<file path="config.mk">
export PLATFORM = sky130hd
export DESIGN_NAME = aad_bus_target
export DESIGN_NICKNAME = d
export VERILOG_FILES = /design/src/rtl/aad_pkg.sv /design/src/rtl/aad_phase_ctl.sv /design/src/rtl/aad_addr_asm.sv /design/src/rtl/aad_wr_cap.sv /design/src/rtl/aad_bus_target.sv
export SDC_FILE = /design/constraint.sdc
export NUM_CORES = 1
export LEC_CHECK = 0
export BUFFER_PORTS_ARGS = -buffer_cell sky130_fd_sc_hd__buf_2
export CAP_MARGIN = 0
export CORE_AREA = 2 2 57 99
export DETAILED_ROUTE_END_ITERATION = 16
export DIE_AREA = 0 0 59 101
export PLACE_DENSITY = 0.73
export SLEW_MARGIN = 20
export SYNTH_ARGS = -nofsm -noshare
export SYNTH_HDL_FRONTEND = slang
export SYNTH_HIERARCHICAL = 1
export SYNTH_SLANG_ARGS = --single-unit
</file>
<file path="constraint.sdc">
create_clock -name clk -period 1.3 [get_ports clk]
set_input_delay 0 -clock clk [delete_from_list [all_inputs] [get_ports clk]]
set_output_delay 0 -clock clk [all_outputs]
set_load 0.1 [all_outputs]
</file>
<file path="src/rtl/aad_pkg.sv">
package aad_pkg;
  localparam int unsigned BUS_W   = 16;
  localparam int unsigned UPPER_W = 11;

  typedef enum logic [1:0] {
    PH_UPPER = 2'd0,
    PH_LOWER = 2'd1,
    PH_DATA  = 2'd2
  } aad_phase_t;

  function automatic aad_phase_t phase_step(input aad_phase_t p);
    case (p)
      PH_UPPER: return PH_LOWER;
      PH_LOWER: return PH_DATA;
      default:  return PH_DATA;
    endcase
  endfunction
endpackage

</file>
<file path="src/rtl/aad_phase_ctl.sv">
module aad_phase_ctl
  import aad_pkg::*;
(
  input  logic       clk,
  input  logic       rst_n,
  input  logic       cs_n,
  input  logic       adv_n,
  output aad_phase_t phase,
  output logic       upper_ld,
  output logic       lower_ld,
  output logic       proto_err
);
  logic       adv_q;
  logic       adv_rise;
  logic       live_rise;
  logic       surplus;
  aad_phase_t phase_q;
  logic       err_q;

  assign adv_rise  = adv_n & ~adv_q;
  assign live_rise = adv_rise & ~cs_n;
  assign upper_ld  = live_rise && (phase_q == PH_UPPER);
  assign lower_ld  = live_rise && (phase_q == PH_LOWER);
  assign surplus   = live_rise && (phase_q == PH_DATA);

  always_ff @(posedge clk) begin
    if (!rst_n) begin
      adv_q   <= 1'b1;
      phase_q <= PH_UPPER;
      err_q   <= 1'b0;
    end else begin
      adv_q <= adv_n;
      err_q <= surplus;
      if (cs_n)
        phase_q <= PH_UPPER;
      else if (live_rise && phase_q != PH_DATA)
        phase_q <= phase_step(phase_q);
    end
  end

  assign phase     = phase_q;
  assign proto_err = err_q;


  cs_restart_chk: assert property (@(posedge clk) disable iff (!rst_n)
    cs_n |=> (phase_q == PH_UPPER));


  err_pulse_chk: assert property (@(posedge clk) disable iff (!rst_n)
    err_q |=> !err_q);


  err_in_data_chk: assert property (@(posedge clk) disable iff (!rst_n)
    err_q |-> (phase_q == PH_DATA));
endmodule

</file>
<file path="src/rtl/aad_addr_asm.sv">
module aad_addr_asm #(
  parameter int unsigned BUS_W   = 16,
  parameter int unsigned UPPER_W = 11,
  localparam int unsigned ADDR_W = BUS_W + UPPER_W
) (
  input  logic              clk,
  input  logic              rst_n,
  input  logic              upper_ld,
  input  logic              lower_ld,
  input  logic [BUS_W-1:0]  ad_in,
  output logic [ADDR_W-1:0] addr
);
  logic [UPPER_W-1:0] upper_q;
  logic [BUS_W-1:0]   lower_q;

  function automatic logic [ADDR_W-1:0] word_addr(
    input logic [UPPER_W-1:0] up,
    input logic [BUS_W-1:0]   lo
  );
    return {up, lo};
  endfunction

  always_ff @(posedge clk) begin
    if (!rst_n) begin
      upper_q <= '0;
      lower_q <= '0;
    end else begin
      if (upper_ld) upper_q <= ad_in[UPPER_W-1:0];
      if (lower_ld) lower_q <= ad_in;
    end
  end

  assign addr = word_addr(upper_q, lower_q);


  phase_excl_chk: assert property (@(posedge clk) disable iff (!rst_n)
    $onehot0({upper_ld, lower_ld}));


  upper_hold_chk: assert property (@(posedge clk) disable iff (!rst_n)
    lower_ld |=> $stable(upper_q));
endmodule

</file>
<file path="src/rtl/aad_wr_cap.sv">
module aad_wr_cap #(
  parameter int unsigned BUS_W = 16
) (
  input  logic             clk,
  input  logic             rst_n,
  input  logic             cs_n,
  input  logic             we_n,
  input  logic             in_data,
  input  logic [BUS_W-1:0] ad_in,
  output logic             wr,
  output logic [BUS_W-1:0] wdata
);
  logic we_q;
  logic we_fall;
  logic take;
  logic wr_q;

  assign we_fall = ~we_n & we_q;
  assign take    = we_fall & ~cs_n & in_data;

  always_ff @(posedge clk) begin
    if (!rst_n) begin
      we_q  <= 1'b1;
      wr_q  <= 1'b0;
      wdata <= '0;
    end else begin
      we_q <= we_n;
      wr_q <= take;
      if (take) wdata <= ad_in;
    end
  end

  assign wr = wr_q;


  wr_single_chk: assert property (@(posedge clk) disable iff (!rst_n)
    wr_q |=> !wr_q);


  wr_phase_chk: assert property (@(posedge clk) disable iff (!rst_n)
    wr_q |-> $past(in_data));
endmodule

</file>
<file path="src/rtl/aad_bus_target.sv">
module aad_bus_target
  import aad_pkg::*;
#(
  parameter int unsigned BUS_W   = aad_pkg::BUS_W,
  parameter int unsigned UPPER_W = aad_pkg::UPPER_W,
  localparam int unsigned ADDR_W = BUS_W + UPPER_W
) (
  input  logic              clk,
  input  logic              rst_n,
  input  logic              cs_n,
  input  logic              adv_n,
  input  logic              oe_n,
  input  logic              we_n,
  input  logic [BUS_W-1:0]  ad_in,
  output logic [BUS_W-1:0]  ad_out,
  output logic              ad_oe,
  output logic [ADDR_W-1:0] reg_addr,
  output logic              reg_wr,
  output logic [BUS_W-1:0]  reg_wdata,
  input  logic [BUS_W-1:0]  reg_rdata,
  output logic              proto_err
);
  aad_phase_t phase;
  logic       upper_ld;
  logic       lower_ld;
  logic       in_data;

  aad_phase_ctl u_phase (
    .clk      (clk),
    .rst_n    (rst_n),
    .cs_n     (cs_n),
    .adv_n    (adv_n),
    .phase    (phase),
    .upper_ld (upper_ld),
    .lower_ld (lower_ld),
    .proto_err(proto_err)
  );

  aad_addr_asm #(.BUS_W(BUS_W), .UPPER_W(UPPER_W)) u_addr (
    .clk     (clk),
    .rst_n   (rst_n),
    .upper_ld(upper_ld),
    .lower_ld(lower_ld),
    .ad_in   (ad_in),
    .addr    (reg_addr)
  );

  assign in_data = (phase == PH_DATA);

  aad_wr_cap #(.BUS_W(BUS_W)) u_wr (
    .clk    (clk),
    .rst_n  (rst_n),
    .cs_n   (cs_n),
    .we_n   (we_n),
    .in_data(in_data),
    .ad_in  (ad_in),
    .wr     (reg_wr),
    .wdata  (reg_wdata)
  );

  assign ad_oe  = ~cs_n & ~oe_n;
  assign ad_out = reg_rdata;


  err_addr_hold_chk: assert property (@(posedge clk) disable iff (!rst_n)
    proto_err |-> $stable(reg_addr));


  idle_addr_hold_chk: assert property (@(posedge clk) disable iff (!rst_n)
    $past(cs_n) |-> $stable(reg_addr));
endmodule

</file>
Word level (Yosys, flattened, before mapping):

Index checks and enable logic that the tools add are counted.
W data, S select, Z words.

* eq/ne operators: 3
* multiplexer cells: 1
* bitwise logic cells: 11
* reduce and logical (&&, ||, !) cells: 6

Operators with widths (number)
* $and A1 B1 Y1: 6
* $not A1 Y1: 5
* $logic_and A1 B1 Y1: 4
* $eq A2 B1 Y1 const B: 1
* $eq A2 B2 Y1 const B: 1
* $logic_not A2 Y1: 1
* $mux W2: 1
* $ne A2 B2 Y1 const B: 1
* $reduce_or A2 Y1: 1

* register bits: 49
* bits of input ports: 38
* output and inout bits: 62
* word-level logic and storage cells: 29

Longest topological paths before layout:

Gate-level depths: netlist of the first run.

* word-level depth: 4
* gate-level depth with buffers: 6
* mapped depth without buffers: 4

Modules after synthesis:

Netlist of the first run, hierarchy kept.

Modules (own cells, without submodules)
* aad_addr_asm: instances 1, cells each 86, area each 1029.7 µm²
* aad_wr_cap: instances 1, cells each 75, area each 715.7 µm²
* aad_phase_ctl: instances 1, cells each 16, area each 162.7 µm²
* aad_bus_target: instances 1, cells each 18, area each 137.6 µm²

Worst setup path before layout of the first run:

No wires, ideal clock.

* path kind: reg-to-reg
* start: register u_phase.phase_q[0] (netlist: u_phase/phase[0])
* end: register u_addr.lower_q[10]
* setup time: 120 ps
* data arrival time: 1283 ps
* data required time: 1180 ps
* path slack: -103 ps
* cell stages (with the launch flop): 6
* path buffers: 2
* clock period less this slack: 1403 ps
* cells stage by stage: dfxtp_1 > nor4b_1 > buf_6 > buf_12 > mux2i_1 > nor2b_1

* longest elaborated chain between the ends: 2

RTL lines
* from (decl): line aad_phase_ctl.sv:17 `aad_phase_t phase_q;`
* from (signal assigned): line aad_phase_ctl.sv:37 `phase_q <= phase_step(phase_q);`
* $eq A2 B1 Y1: line aad_phase_ctl.sv:23 `assign lower_ld = live_rise && (phase_q == PH_LOWER);`
* $logic_and A1 B1 Y1: line aad_phase_ctl.sv:23
* net lower_ld: line aad_bus_target.sv:25 `logic lower_ld;`
* to (signal assigned): line aad_addr_asm.sv:29 `if (lower_ld) lower_q <= ad_in;`
* to (decl): line aad_addr_asm.sv:14 `logic [BUS_W-1:0] lower_q;`

The timed path passes the listed nets, and every way through them passes these cells.
A chain may end at the register's enable or synchronous reset.

Worst setup path in the final report of the first run:

* start: register u_phase.adv_q
* end: register u_addr.lower_q[6]

* longest elaborated chain between the ends: 4

RTL lines
* from (decl): line aad_phase_ctl.sv:13 `logic adv_q;`
* from (signal assigned): line aad_phase_ctl.sv:32 `adv_q <= adv_n;`
* $not A1 Y1: line aad_phase_ctl.sv:20 `assign adv_rise = adv_n & ~adv_q;`
* $and A1 B1 Y1: line aad_phase_ctl.sv:20
* $and A1 B1 Y1: line aad_phase_ctl.sv:21 `assign live_rise = adv_rise & ~cs_n;`
* $logic_and A1 B1 Y1: line aad_phase_ctl.sv:23
* net lower_ld: line aad_bus_target.sv:25

The timed path passes the listed nets, and every way through them passes these cells.

==> results of run 1 <==
[repair_timing]
item	CTS	global route
hold endpoints to repair	37	0
endpoints found under the setup margin	43	43
buffers inserted	0	1
cloned	0	2
resized for setup	1	8
hold buffers	18	0
[routing by layer]
metal / global-route usage [%] / part of all wire [%] / wire, um / vias up
met3: 3.08 / 3.8 / 169 / 9
met4: 7.69 / 2.2 / 97 / 0
met1: 17.0 / 39 / 1760 / 709
li1: - / - / - / 768
met5: 0 / 0 / 0 / -
met2: 27.2 / 55 / 2450 / 39
[kinds of logic after synthesis]
kind of cell           after synthesis  synth area share, %
muxes                               43                 21.0
buffers and inverters               28                 10.9
and+or+nand+nor                     73                 19.3
DFF                                 49                 48.0
AOI/OAI and AO/OA                    2                0.734
[cell type report]
type,count,area share [%]
flip-flops and latches,49,36.3
multi-input cells,118,32.2
repair buffers,97,24.4
clock buffers,6,3.04
well taps,55,2.53
clock inverters,2,1.38
inverters,1,0.138
[state kept, by name (all words and copies together) (netlist names)]
| name | flops |
|---|---|
| u_addr/lower_q | 16 |
| u_wr/wdata | 16 |
| u_addr/upper_q | 11 |
| u_phase/phase | 2 |
| u_phase/adv_q | 1 |
| u_phase/proto_err | 1 |
| u_wr/we_q | 1 |
| u_wr/wr | 1 |
[power by group through the flow]
stage | clock (mW) | sequential, mW | combinational, mW
6_report | 1.14 | 1.52 | 0.281
2_1_floorplan | 0 | 1.61 | 0.322
3_3_place_gp | 0 | 1.55 | 0.232
4_1_cts | 1.17 | 1.52 | 0.276
3_5_place_dp | 0 | 1.55 | 0.233
5_1_grt | 1.23 | 1.52 | 0.301
[how the worst max path moves through the flow]
| stage | startpoint | depth (start not counted) | endpoint |
|---|---|---|---|
| CTS | u_phase/adv_q$_SDFF_PN1_ | 5 | u_addr/lower_q[1]$_SDFFE_PN0P_ |
| global route | u_phase/adv_q$_SDFF_PN1_ | 5 | u_addr/lower_q[14]$_SDFFE_PN0P_ |
| floorplan | u_phase/adv_q$_SDFF_PN1_ | 6 | u_addr/lower_q[10]$_SDFFE_PN0P_ |
| global placement | u_phase/adv_q$_SDFF_PN1_ | 5 | u_addr/lower_q[9]$_SDFFE_PN0P_ |
| finish | u_phase/adv_q$_SDFF_PN1_ | 5 | u_addr/lower_q[6]$_SDFFE_PN0P_ |
| detailed placement | u_phase/adv_q$_SDFF_PN1_ | 5 | u_addr/lower_q[1]$_SDFFE_PN0P_ |
[metrics by stage]
step	util (%)	setup slack, ps
6_report	52.6	-46.8
3_3_place_gp	45.5	-15.7
4_1_cts	51.4	-62.5
5_1_grt	52.6	-127
3_5_place_dp	45.5	-58.2
2_1_floorplan	-	-8.88
[Yosys cell counts, drive strengths merged]
cell type  count  area (um2)
and4bb         1        12.5
nand2         33         124
nand2b         4        32.5
nor2           2        7.51
and2           1        6.26
nor4b          2        17.5
a21oi          1        8.76
nor4           1        6.26
inv            1        3.75
nor2b         28         183
a31oi          1        6.26
clkbuf         3        11.3
or3            1        6.26
mux2i         43         430
dfxtp         49         981
buf           24         209
==> impl_metrics.tcl, run 1 <==
set metrics [dict create \
    rr_endpoint "u_addr/lower_q[6]$_SDFFE_PN0P_" \
    skew_ps 2.83 \
    io_buffers 67 \
    cp_num_buf_inv 1 \
    timing.final.ws_setup_ps -46.8 \
    p_seq_share_pct 51.6 \
    tightest_slew_ps 507 \
    clock_path_buffers 2 \
    ant_nets 0 \
    dr.pass1.iters 4 \
    die_area_mm2 0.00596 \
    synthesis.nets 233 \
    wl_per_cell_um 13.6 \
    required_ps 1500 \
    wl_mm 4.47 \
    nets 310 \
    ys_seq_area_share_pct 48.0 \
    start_util_pct 39.6 \
    syn_area_mm2 0.00205 \
    violations "setup timing" \
    drt_iter0_drc 37 \
    drv_cap 0 \
    switching_share_pct 23.3 \
    crit_family "simple AND/OR/NAND/NOR gates" \
    grt_max_degree 44 \
    core_mm2 0.00517 \
    track_usage_pct 15.5 \
    numClockSinks 49 \
    area_growth_pct 32.8 \
    p_leak_nw 1.14 \
    r2r-start "u_phase/adv_q$_SDFF_PN1_" \
    min_path_cells 0 \
    power.switching_mw 0.685 \
    fin_crit_ps 1350 \
    cts_root_buf "clkbuf_8" \
    syn_area_per_cell_um2 10.5 \
    layout-drive-gt1-share_pct 35.2 \
    vias_per_cell 4.65 \
    hold_end "ad_out[12]" \
    grt_pass1_wl_mm 6.97 \
    power_density_mw_per_mm2 1080 \
    finalCritPeriodShare_pct 104 \
    combPwrFrac_pct 9.6 \
    gp_congestion 0.758 \
    instances_no_fill 328 \
    grt_pass1_vias 1515 \
    clock_latency_ps 300 \
    r2r_cells 5 \
    start_kind "flop" \
    synth-seq-cells 49 \
    placed_cell_area_mm2 0.00235 \
    arrival_ps 1550 \
    die_y_um 101 \
    dp_hpwl_mm 3.06 \
    drv_slew 0 \
    worstSetupPathType "reg2reg" \
    antennaDiodeCount 0 \
    synth_cell_types 21 \
    irDropWorstVdd_mv 0.775 \
    critPathSlowestCell "dfxtp_1" \
    final_cell_mix "67 x buf_2, 47 x dfxtp_1, 42 x mux2i_1" \
    hold-worst-slack_ps 0.0279 \
    path_cells "nand2b_4, nor4b_4, buf_12, mux2i_1, nor2b_1" \
    slew_headroom_pct 66.4 \
    total_power_mw 2.94 \
    finalSetupViolCount 25 \
    multiInputGateArea_um2 875 \
    slowest_delay_ps 320 \
    cts_buffers 5 \
    drc 0 \
    cts_tree "done" \
    ioPinCount 100 \
    r2r_setup_slack_ps -50 \
    tns_ps -734 \
    antenna_found_initial 0 \
    seqCellArea_um2 986 \
    clkPwrFrac_pct 38.8 \
    finalInstanceArea_mm2 0.00272 \
    die_x_um 59 \
    syn_inst 195 \
    cp_max_fo 13 \
    fmax_ghz 0.742 \
    clkTransAtPathRegs_ps 90 \
    p_int_mw 2.25 \
    layout_commonest_cell "buf_2" \
    synth_warnings 6 \
    rows 35 \
    hold_viol_final 0 \
    worstHoldStart "reg_rdata[12]" \
    num_vias 1525 \
    worstSetupEndpointType "flop" \
    place_inst 299 \
    outcome "finished with violations" \
    globalRouteOverflowTotal 0 \
    nFillCells 472 \
    grt_setup_unrepaired "true" \
    worst_hold_path_type "in2out" \
    htreeDepth 2 \
]
Power figures use the tool's default switching activity.
==> run 2: changes to the inputs <==
SETUP_SLACK_MARGIN = 0.3   (was not set)
==> run 2 against run 1 <==
The run still ends with setup timing left. Via count grew 1.1%. Sequential cell count unchanged. First-iteration DRC count increased by 5.4%. Fmax fell by 1.6%. Utilization increased by 4.6 points. Sequential power about the same. Final cell count increased by 0.91%. Critical path depth up 1. Worst setup slack got worse by 22 ps. Clock power rose by 4%. Clock skew is 2.2 ps higher. Register-to-register slack worse by 20 ps.
==> impl_metrics.tcl, run 2 (synthesized netlist as in run 1, its figures left out) <==
set metrics [dict create \
    p_int_mw 2.33 \
    outcome "finished with violations" \
    clock_latency_ps 290 \
    worstSetupPathType "reg2reg" \
    cts_root_buf "clkbuf_8" \
    drv_cap 0 \
    grt_max_degree 52 \
    antenna_found_initial 0 \
    r2r_setup_slack_ps -70 \
    ioPinCount 100 \
    cp_max_fo 8 \
    skew_ps 5.05 \
    placed_cell_area_mm2 0.00240 \
    vias_per_cell 4.66 \
    clock_path_buffers 2 \
    fmax_ghz 0.731 \
    p_leak_nw 1.18 \
    worstSetupEndpointType "flop" \
    layout_commonest_cell "buf_4" \
    switching_share_pct 22.5 \
    nFillCells 450 \
    area_growth_pct 44.3 \
    numClockSinks 49 \
    cts_buffers 5 \
    arrival_ps 1550 \
    layout-drive-gt1-share_pct 45.3 \
    slew_headroom_pct 68.0 \
    die_y_um 101 \
    final_cell_mix "50 x buf_4, 43 x mux2i_1, 33 x nand2_1" \
    r2r_cells 6 \
    place_ws_ps -36.7 \
    start_util_pct 39.6 \
    clkTransAtPathRegs_ps 90 \
    nets 313 \
    rows 35 \
    dr.pass1.iters 4 \
    tightest_slew_ps 483 \
    drc 0 \
    worst_hold_path_type "in2out" \
    antennaDiodeCount 0 \
    instances_no_fill 331 \
    gp_congestion 0.749 \
    largest_registers "u_addr/lower_q: 16 flops, u_wr/wdata: 16 flops, u_addr/upper_q: 11 flops" \
    wl_mm 4.71 \
    cts_tree "done" \
    num_vias 1542 \
    r2r-start "u_phase/adv_q$_SDFF_PN1_" \
    htreeDepth 2 \
    violations "setup timing" \
    drv_slew 0 \
    finalCritPeriodShare_pct 105 \
    final_util_pct 57.1 \
    drt_iter0_drc 39 \
    irDropWorstVdd_mv 0.733 \
    hold_viol_final 0 \
    startpoint "u_phase/adv_q$_SDFF_PN1_" \
    dp_hpwl_mm 2.86 \
    required_ps 1490 \
    clkPwrFrac_pct 39.5 \
    power_density_mw_per_mm2 1020 \
    total_power_mw 3.00 \
    grt_setup_unrepaired "true" \
    p_seq_share_pct 50.5 \
    power.switching_mw 0.675 \
    grt_pass1_vias 1515 \
    hold-worst-slack_ps 0.0279 \
    ant_nets 0 \
    die_area_mm2 0.00596 \
    track_usage_pct 15.4 \
    finalSetupViolCount 27 \
    io_buffers 67 \
    die_x_um 59 \
    combPwrFrac_pct 10.0 \
    grt_pass1_wl_mm 6.99 \
    core_mm2 0.00517 \
    start_kind "flop" \
    tns_ps -1040 \
    place_inst 297 \
    cp-endpoint "u_addr/lower_q[14]$_SDFFE_PN0P_" \
    timing.final.ws_setup_ps -68.5 \
    finalInstanceArea_mm2 0.00295 \
    wl_per_cell_um 14.2 \
    globalRouteOverflowTotal 0 \
    fin_crit_ps 1370 \
    rr_endpoint "u_addr/lower_q[14]$_SDFFE_PN0P_" \
]
run 2: changes by cell type in the layout (fill, tap and decap cells not counted), moves of 2 or more:
cell	change
buf_2	-45
buf_4	+44
dfxtp_1	-24
dfxtp_2	+23
buf_12	+2
buf_6	+2
clkbuf_16	+2
run 2: worst max-delay path, cell delays in order, from the launching register on:
cell and delay (ps):
dfxtp_2 330, nand2b_4 160, nor4b_4 200, buf_4 180, clkbuf_16 160, mux2i_1 180, nor2b_1 60
run 2: worst min path at each step:
stage | from | endpoint | cells past startpoint
3_3_place_gp | reg_rdata[10] | ad_out[10] | 0
3_5_place_dp | reg_rdata[10] | ad_out[10] | 0
4_1_cts | reg_rdata[10] | ad_out[10] | 0
2_1_floorplan | rst_n | u_phase/adv_q$_SDFF_PN1_ | 1
6_report | reg_rdata[14] | ad_out[14] | 0
5_1_grt | reg_rdata[7] | ad_out[7] | 0
run 2: repair_timing:
action,in CTS,in global routing
hold buffers,18,0
hold endpoints to repair,36,0
gates resized for setup,52,3
endpoints found under the setup margin,91,47
gates cloned,0,2
pin swaps,2,2
buffers inserted,3,3
run 2: power groups by stage:
stage / clock network [mW] / logic [mW] / registers, mW
floorplan: 0 / 0.322 / 1.61
global placement: 0 / 0.233 / 1.55
detailed placement: 0 / 0.235 / 1.55
CTS: 1.22 / 0.287 / 1.52
global route: 1.28 / 0.317 / 1.52
finish: 1.19 / 0.299 / 1.52
run 2: layout make-up:
type | count | area, um2 | area share, %
Clock inverter | 2 | 35.0 | 1.19
Sequential cell | 49 | 1020 | 34.5
Multi-Input combinational cell | 118 | 891 | 30.2
Inverter | 1 | 3.75 | 0.127
Clock buffer | 6 | 93.8 | 3.18
Timing Repair Buffer | 100 | 841 | 28.5
Tap cell | 55 | 68.8 | 2.33
run 2: layer usage:
metal / GRT usage, % / routed length (um) / vias up
met1: 17.1 / 1850 / 705
met4: 9.27 / 139 / 0
met5: 0 / 0 / -
met2: 26.4 / 2550 / 46
met3: 2.57 / 161 / 12
li1: - / - / 779
==> run 3: changes to the inputs <==
CORE_AREA = 2 2 54 95   (was 2 2 57 99)
DIE_AREA = 0 0 56 97   (was 0 0 59 101)
PLACE_DENSITY = 0.77   (was 0.73)
clock period = 1.5 ns   (was 1.3 ns; I/O delays follow)
==> run 3 against run 2 <==
Die area down 8.8%. Sequential share of layout area grew 3.4 points. Routed wire length grew 0.36%. Worst setup slack improved by 210 ps. Register-to-register slack gained 210 ps. Via count rose by 1.8%. Sequential power decreased by 13%. First-iteration DRC count fell by 31%. Total power shrank 23%. Final cell count fell by 1.8%. Sequential cell count did not move. Count of clock-buffer cells in the layout up 1. The run now ends clean.
==> impl_metrics.tcl, run 3 (synthesized netlist as in run 1, its figures left out) <==
set metrics [dict create \
    use_met1_pct 18.5 \
    vias_per_cell 4.83 \
    layout_commonest_cell "buf_2" \
    fin_crit_ps 1360 \
    antennaDiodeCount 0 \
    wl_mm 4.72 \
    place_ws_ps 128 \
    clock_latency_ps 290 \
    hold-worst-slack_ps 0.0385 \
    power.switching_mw 0.573 \
    htreeDepth 2 \
    track_usage_pct 17.8 \
    irDropWorstVdd_mv 0.881 \
    gp_congestion 0.710 \
    largest_registers "u_addr/lower_q: 16 flops, u_wr/wdata: 16 flops, u_addr/upper_q: 11 flops" \
    layout-drive-gt1-share_pct 43.2 \
    drc 0 \
    rows 33 \
    worst_hold_path_type "in2out" \
    p_seq_share_pct 56.9 \
    globalRouteOverflowTotal 0 \
    worstSetupPathType "reg2reg" \
    drv_cap 0 \
    die_x_um 56 \
    grt_pass1_vias 1608 \
    die_y_um 97 \
    cp_max_fo 9 \
    grt_pass1_wl_mm 7.66 \
    io_buffers 67 \
    final_cell_mix "67 x buf_2, 43 x mux2i_1, 33 x nand2_1" \
    slowest_delay_ps 330 \
    clkPwrFrac_pct 32.6 \
    dp_hpwl_mm 3.21 \
    ant_nets 0 \
    finalInstanceArea_mm2 0.00268 \
    worstSetupEndpointType "flop" \
    grt_max_degree 35 \
    grt-busiest-layer "met2" \
    start_util_pct 44.2 \
    power_density_mw_per_mm2 863 \
    numClockSinks 49 \
    timing.final.ws_setup_ps 137 \
    wl_per_cell_um 14.5 \
    ioPinCount 100 \
    fmax_ghz 0.734 \
    critPathSlowestCell "dfxtp_2" \
    dr.pass1.iters 4 \
    die_area_mm2 0.00543 \
    cts_root_buf "clkbuf_8" \
    hold_viol_final 0 \
    skew_ps 8.26 \
    use_met3_pct 3.21 \
    tns_ps 0 \
    area_growth_pct 31.0 \
    slew_headroom_pct 66.3 \
    outcome "complete, no violations" \
    nets 310 \
    cts_buffers 5 \
    tightest_slew_ps 510 \
    p_leak_nw 1.12 \
    required_ps 1690 \
    combPwrFrac_pct 10.5 \
    p_int_mw 1.74 \
    path_cells "nand2b_4, nor4b_4, buf_6, mux2i_1, nor2b_1" \
    clkTransAtPathRegs_ps 90 \
    start_kind "flop" \
    antenna_found_initial 0 \
    switching_share_pct 24.7 \
    num_vias 1569 \
    placed_cell_area_mm2 0.00235 \
    drv_slew 0 \
    place_inst 295 \
    core_mm2 0.00462 \
    arrival_ps 1550 \
    finalSetupViolCount 0 \
    instances_no_fill 325 \
    grt_setup_unrepaired "true" \
    finalCritPeriodShare_pct 90.9 \
    drt_iter0_drc 27 \
    nFillCells 448 \
    cts_tree "done" \
    clock_path_buffers 2 \
    grt.met2_usage_pct 33.7 \
]
[run 3: cell type report]
cell class / count / area, um2 / share of cell area (%)
Timing Repair Buffer: 97 / 634 / 23.7
Clock inverter: 1 / 6.26 / 0.233
Multi-Input combinational cell: 118 / 878 / 32.8
Tap cell: 52 / 65.1 / 2.43
Clock buffer: 7 / 76.3 / 2.85
Inverter: 1 / 3.75 / 0.140
Sequential cell: 49 / 1020 / 37.9
[run 3: metal layers]
layer / up-vias / part of all wire (%)
met5: - / 0
met4: 0 / 2.5
met3: 10 / 3.7
met2: 42 / 58
met1: 745 / 36
li1: 772 / -
[run 3: worst paths after layout]
check	from	depth (start not counted)	slack, ps	to
max	u_phase/adv_q$_SDFF_PN1_	5	140	u_addr/lower_q[14]$_SDFFE_PN0P_
min	reg_rdata[14]	0	0.04	ad_out[14]
max reg2reg	u_phase/adv_q$_SDFF_PN1_	5	140	u_addr/lower_q[14]$_SDFFE_PN0P_
min reg2reg	u_wr/wdata[15]$_SDFFE_PN0P_	2	450	u_wr/wdata[15]$_SDFFE_PN0P_
[run 3: power by group through the flow]
stage | Sequential [mW] | Combinational (mW) | Clock, mW
5_1_grt | 1.32 | 0.260 | 0.837
3_3_place_gp | 1.34 | 0.196 | 0
2_1_floorplan | 1.40 | 0.279 | 0
4_1_cts | 1.32 | 0.239 | 0.776
6_report | 1.32 | 0.243 | 0.755
3_5_place_dp | 1.35 | 0.199 | 0
[run 3: what timing repair did]
| item | CTS | global route |
|---|---|---|
| buffers inserted | 1 | 1 |
| gates cloned | 1 | 0 |
| pin swaps | 0 | 1 |
| endpoints found under the setup margin | 44 | 45 |
| resized for setup | 9 | 2 |
| hold buffers | 19 | 0 |
| endpoints found under the hold margin | 24 | 0 |
[run 3: through the flow]
stage | util, % | total power, mW
after CTS | 57.6 | 2.33
after global routing | 58.0 | 2.41
after detailed placement | 50.9 | 1.54
after global placement | 50.9 | 1.54
after floorplan | - | 1.68
final | 58.0 | 2.31
[run 3: critical path: cells and delay by family, from the launching register on]
| kind | cells | cell delay (ps) |
|---|---|---|
| buffers and inverters | 1 | 220 |
| flip-flops | 1 | 330 |
| multiplexers | 1 | 220 |
| AND/OR/NAND/NOR | 3 | 510 |
